==> src/rtl/nand_strobe_seq.sv <==
module nand_strobe_seq #(
  parameter int DW = 8,
  parameter int TW = 8
) (
  input  logic          clk,
  input  logic          rst_n,
  input  logic          req_valid,
  input  logic          req_write,
  input  logic [1:0]    req_kind,
  input  logic [DW-1:0] req_wdata,
  input  logic [TW-1:0] cfg_setup,
  input  logic [TW-1:0] cfg_wait,
  input  logic [TW-1:0] cfg_hold,
  input  logic [TW-1:0] cfg_hiz,
  input  logic          rdy,
  input  logic [DW-1:0] bus_in,
  output logic [DW-1:0] bus_out,
  output logic          bus_oe,
  output logic          ce_n,
  output logic          re_n,
  output logic          we_n,
  output logic          cle,
  output logic          ale,
  output logic          idle,
  output logic          done,
  output logic [DW-1:0] rdata
);
  localparam int CW = TW + 1;

  typedef enum logic [1:0] {S_IDLE, S_SETUP, S_STROBE, S_HOLD} st_t;

  st_t           st;
  logic [CW-1:0] cnt;
  logic [TW-1:0] elapsed;
  logic          wr_q;
  logic [1:0]    kind_q;
  logic [DW-1:0] wdata_q;

  always_ff @(posedge clk) begin
    if (!rst_n) begin
      st      <= S_IDLE;
      cnt     <= '0;
      elapsed <= '0;
      wr_q    <= 1'b0;
      kind_q  <= 2'b00;
      wdata_q <= '0;
      done    <= 1'b0;
      rdata   <= '0;
    end else begin
      done <= 1'b0;
      if (st != S_IDLE && elapsed != {TW{1'b1}})
        elapsed <= elapsed + TW'(1);
      case (st)
        S_IDLE: begin
          if (req_valid) begin
            st      <= S_SETUP;
            cnt     <= CW'(cfg_setup);
            elapsed <= '0;
            wr_q    <= req_write;
            kind_q  <= req_kind;
            wdata_q <= req_wdata;
          end
        end
        S_SETUP: begin
          if (cnt == '0) begin
            st  <= S_STROBE;
            cnt <= CW'(cfg_wait) + CW'(1);
          end else begin
            cnt <= cnt - CW'(1);
          end
        end
        S_STROBE: begin
          if (cnt != '0) begin
            cnt <= cnt - CW'(1);
          end else if (rdy) begin
            st  <= S_HOLD;
            cnt <= CW'(cfg_hold);
            if (!wr_q) rdata <= bus_in;
          end
        end
        default: begin
          if (cnt == '0) begin
            st   <= S_IDLE;
            done <= 1'b1;
          end else begin
            cnt <= cnt - CW'(1);
          end
        end
      endcase
    end
  end

  assign idle    = (st == S_IDLE);
  assign ce_n    = idle;
  assign re_n    = !(st == S_STROBE && !wr_q);
  assign we_n    = !(st == S_STROBE && wr_q);
  assign cle     = !idle && (kind_q == 2'b01);
  assign ale     = !idle && (kind_q == 2'b10);
  assign bus_oe  = !idle && wr_q && (elapsed >= cfg_hiz);
  assign bus_out = wdata_q;

endmodule

==> config.mk <==
export PLATFORM = sky130hd
export DESIGN_NAME = nand_strobe_seq
export DESIGN_NICKNAME = d
export VERILOG_FILES = /design/src/rtl/nand_strobe_seq.sv
export SDC_FILE = /design/constraint.sdc
export NUM_CORES = 1
export LEC_CHECK = 0
export ABC_AREA = 0
export CORE_MARGIN = 4
export CORE_UTILIZATION = 42
export DETAILED_ROUTE_END_ITERATION = 8
export PLACE_DENSITY = 0.77
export SLEW_MARGIN = 20
export SYNTH_ARGS = -nofsm -noshare
export SYNTH_HDL_FRONTEND = slang
export SYNTH_SLANG_ARGS = --single-unit
==> constraint.sdc <==
create_clock -name clk -period 1.7 [get_ports clk]
set_input_delay 0.17 -clock clk [delete_from_list [all_inputs] [get_ports clk]]
set_output_delay 0.17 -clock clk [all_outputs]
set_load 0.005 [all_outputs]
* Word-level counts from Yosys, hierarchy flattened
Cells that the tools add are included.
Word-level totals: bits of input ports 55, output and inout port bits 24, memory bits (read-only) 0, latch bits 0, memories kept 0, bits in writable memories 0, flip-flop bits (word level) 39, logic and storage cells 63
Operators by class: shift-type cells 0, reduce and logical (&&, ||, !) cells 21, bitwise gates (word level) 3, divide/modulo/power cells 0, multiplexer cells 16, order comparisons 1, $mul 0, $add $sub $neg 3, equality and inequality tests 11
Operators with widths (number):
- two-way mux 9 bit | 5
- one-hot mux 9 bit (3 select lines) | 1
- two-way mux 8 bit | 3
- two-way mux 2 bit | 5
- adder 8 x 1 -> 9 bit, second input constant | 1
- logical NOT 9 bit | 1
- nonzero test 9 bit | 1
- subtractor 9 x 1 -> 9 bit, second input constant | 1
- adder 8 x 1 -> 8 bit, second input constant | 1
- greater-or-equal comparator 8 bit | 1
- != test 2 bit, second input constant | 4
- != test 8 bit, second input constant | 1
- logical AND 1 bit | 7
- one-hot mux 2 bit (3 select lines) | 1
- AND reduction 5 bit | 1
- == test 2 x 1 -> 1 bit, second input constant | 2
- == test 2 bit, second input constant | 2
- logical NOT 1 bit | 4
- != test 4 x 2 -> 1 bit, second input constant | 1
- AND reduction 4 bit | 1
- OR reduction 4 bit | 1
- != test 3 bit, second input constant | 1
- NOT 1 bit | 3
- AND reduction 3 bit | 1
- other kinds (5) | 5

* Depth between registers and ports, before layout
depth after elaboration 5, gate-level depth with buffers 8, depth with buffers taken out 7

* Least setup slack after synthesis
OpenSTA, ideal clock, no wires.
path type flip-flop to flip-flop, start point reg cnt[0], end point reg cnt[2], buffers on the path 0, required time 1.572 ns, stages on the path, launching flop included 8, period minus slack after synthesis 1.812 ns, arrival time 1.684 ns, slack -0.112 ns, library setup time 0.128 ns, path through dfxtp_1 > inv_1 > ha_1 > nor4b_4 > a21oi_2 > or2_4 > a222oi_1 > o22ai_1
On the way: word-level cells in the longest chain between the ends 3, elaborated cells between the ends (all ways) 10, those cells by class add/sub: 1; eq/ne: 2; mux: 4; reduce/logical: 3
Ends and longest elaborated chain:
- from (decl) | line 33 | logic [CW-1:0] cnt;
- from (signal assigned) | line 57 | cnt <= CW'(cfg_setup);
- from (signal assigned) | line 67 | cnt <= CW'(cfg_wait) + CW'(1);
- from (signal assigned) | line 69 | cnt <= cnt - CW'(1);
- subtractor 9 x 1 -> 9 bit (tied with other cells) | line 69, 74, 86
- two-way mux 9 bit (tied with other cells) | line 82 | if (cnt == '0) begin
- one-hot mux 9 bit (3 select lines) / AND reduction 3 bit (equally long branches)
Parallel ways exist; a longest one is shown, timed or not. The select of a mux whose other input is x is not followed. A chain may end at the register's enable or synchronous reset.

* Final worst setup path
start point in cfg_hiz[6], end point out bus_oe
On the way: word-level cells in the longest chain between the ends 2
Ends and longest elaborated chain:
- from (decl) | line 14 | input logic [TW-1:0] cfg_hiz,
- greater-or-equal comparator 8 bit | line 99 | assign bus_oe = !idle && wr_q && (elapsed >= cfg_hiz);
- logical AND 1 bit | line 99
- to (decl) | line 18 | output logic bus_oe,
Every way passes these cells.

==> qor.yml <==
outcome:
  outcome: "finished with violations"
  violations: "setup timing"
finish:
  multiInputGateArea_sq_um: 1700
  antenna_cells: 0
  regArea_sq_um: 787
  drive_gt1_frac: 0.288
  filler_cell_count: 411
  stdcell_area_sq_um: 4040
  nets: 500
  area_delta_synth_final_pct: 69.8
route:
  wirelength_mm: 7.75
  ant_nets: 0
  vias: 2698
  wl_per_cell_um: 15.4
  vias_per_cell: 5.37
  drt-initial-drc-count: 175
  first_pass_iters: 6
  drc: 0
die:
  start_util: 0.432
  die_x_um: 83.3
  die_h_um: 83.3
  num_rows: 27
  die_area_sq_um: 6930
  io-pin-count: 79
  core_area_sq_um: 5510
clock_tree:
  htreeDepth: 2
  holdBufCountCts: 0
  cts_tree: "built"
  max-clock-path-buffers: 2
  cts_sinks: 39
  cts_made_buffers: 5
  path_clk_slew_ns: 0.07
  clkLatencyLatePin_ns: 0.29
  clockRootBuffer: "clkbuf_8"
timing:
  min_period_over_period: 1.10
  tightest_slew_ns: 0.419
  max_slew_margin: 0.720
  hold_violations: 0
  fmax_ghz: 0.534
  min_period_ns: 1.87
  rsz0062_at_grt: "yes"
  setup_slack_ns: -0.174
  setup_viol: 14
  fin_skew_ns: 0.00794
  tns_ns: -0.750
  slew_viol_final: 0
job:
  maxCapViolCount: 0
setup_path:
  critPathKind: "in2out"
  worstPathRequired_ns: 1.53
  critPathCaptureType: "output port"
  path_cells: "clkdlybuf4s50_1, inv_1, ha_1, o21a_1, nor2_2, nor3b_2, nand3_1, o21ai_1, buf_2"
  path_max_fanout: 2
  slowest_delay_ns: 0.45
  start_kind: "input port"
  crit_arrival_ns: 1.70
  cp_slowest_cell: "clkdlybuf4s50_1"
yosys:
  synth_largest_type_area_fraction: 0.328
  syn_nets: 361
  ys_warn_count: 0
  yosysTopAreaCell: "dfxtp_1"
  yosys_register_bits: 39
  syn_inst: 291
  syn_area_sq_um: 2380
  ys_top_cells_by_area: "dfxtp_1 (33%), ha_1 (7.9%), nand2_1 (7.1%)"
  synthFlopType: "dfxtp_1"
  synthArstFlopShare: 0
  yosysSeqAreaShare: 0.328
  syn_avg_cell_area_sq_um: 8.17
  synth_cell_types: 61
  synth_edf_count: 0
placement:
  dpl_cell_area_sq_um: 3670
  gp_congestion: 0.918
  io_buffers: 78
  hpwl_mm: 5.58
  preCtsSetupSlack_ns: -0.576
pwr:
  power.density_nw_per_um2: 1450
  peakVddDrop_v: 0.000846
  p_leak_nw: 1.72
grt:
  antenna_found_initial: 0
  grt_pass1_vias: 2710
  grt_overflow_total: 0
  grt_max_degree: 13
  grt.total_usage: 0.213
  grt_pass1_wl_mm: 12.4
min_path:
  hp-class: "in2reg"
## cell families after synthesis
family          share of synthesized area
buf+inv                            0.0542
compound gates                      0.215
flops                               0.328
mux                                0.0463
simple gates                        0.240
xor+xnor                           0.0368
fa+ha+maj                          0.0789
## worst paths after layout
kind	startpoint	slack (ns)	to	cells after the start
max	cfg_hiz[6]	-0.17	bus_oe	9
min	req_wdata[4]	0.42	bus_out[4]$_SDFFE_PN0P_	3
max reg2reg	cnt[0]$_SDFFE_PN0P_	-0.13	cnt[2]$_SDFFE_PN0P_	8
min reg2reg	bus_out[7]$_SDFFE_PN0P_	0.45	bus_out[7]$_SDFFE_PN0P_	2
## power by group
part,switching [mW],internal [mW]
clock,0.330,0.319
combinational,1.89,2.12
sequential,0.119,1.09
## final cells by class
type	instances	area share
clock buffers	6	0.0205
clock inverters	1	0.00124
inverters	17	0.0158
multi-input cells	222	0.420
flip-flops and latches	39	0.195
well taps	72	0.0223
repair buffers	145	0.325
## routing by layer
layer / up-vias / GRT usage / part of all wire
met4: 0 / 0.0520 / 0.015
met2: 111 / 0.383 / 0.49
li1: 1320 / - / -
met3: 14 / 0.0714 / 0.081
met1: 1253 / 0.240 / 0.41
met5: - / 0 / 0
## timing repair
action	CTS	global route
endpoints found under the setup margin	26	27
pin swaps	18	18
setup buffers	5	3
resized for setup	43	26
## worst max-delay path, delay by kind of cell
| family | cells | cell delay, ns |
|---|---|---|
| compound gates | 2 | 0.28 |
| buf+inv | 3 | 0.63 |
| simple gates | 3 | 0.35 |
| fa+ha+maj | 1 | 0.26 |
## sequential cells by signal, indices dropped and copies added (netlist names)
register and cells:
rdata 8, cnt 9, bus_out 8, done 1, st 2, wr_q 1, elapsed 8, kind_q 2
## stage by stage
stage                     power [mW]  hold slack, ns  std cells  utilization
final                           5.87           0.424        502        0.733
after global routing            6.25           0.437        502        0.733
after CTS                       5.48           0.426        500        0.713
after detailed placement        4.42           0.449        488        0.666
after global placement          4.37           0.441        488        0.666
after floorplan                 2.95           0.306        291            -
## synthesized netlist by cell type, drive strengths merged, types with 2 or more instances
cell type and count:
a211oi 3, a21boi 2, a21o 2, a21oi 19, a222oi 4, a22o 2, a32o 2, and2 4
and3 2, buf 4, clkbuf 9, dfxtp 39, ha 15, inv 17, mux2i 11, nand2 46
nand2b 3, nand3 8, nand4 3, nor2 26, nor2b 4, nor3 3, nor3b 3, nor4 5
nor4b 2, o211ai 3, o21a 4, o21ai 9, o22ai 3, o2bb2ai 2, o31ai 3, o32ai 2
xnor2 5, xor2 5
## layout by cell type, fill, tap and decap left out, types with 4 or more instances in the layout
cell | netlist | final
mux2i_1 | 11 | 11
o21ai_0 | 7 | 4
nand3_1 | 8 | 7
ha_1 | 15 | 9
clkbuf_8 | 0 | 6
ha_4 | 0 | 5
nor2_1 | 25 | 21
inv_2 | 0 | 6
buf_6 | 1 | 5
nor4_1 | 4 | 4
dlymetal6s2s_1 | 0 | 4
dfxtp_1 | 39 | 34
a21oi_1 | 18 | 15
buf_4 | 2 | 61
inv_1 | 17 | 11
nand2_1 | 45 | 45
nor2_2 | 1 | 4
clkdlybuf4s50_1 | 0 | 69
xor2_1 | 5 | 5
a21oi_2 | 1 | 4
xnor2_1 | 5 | 5
dfxtp_2 | 0 | 5
o21ai_1 | 1 | 4
a222oi_1 | 4 | 4
Note: power is estimated with default switching activity, not from simulation.
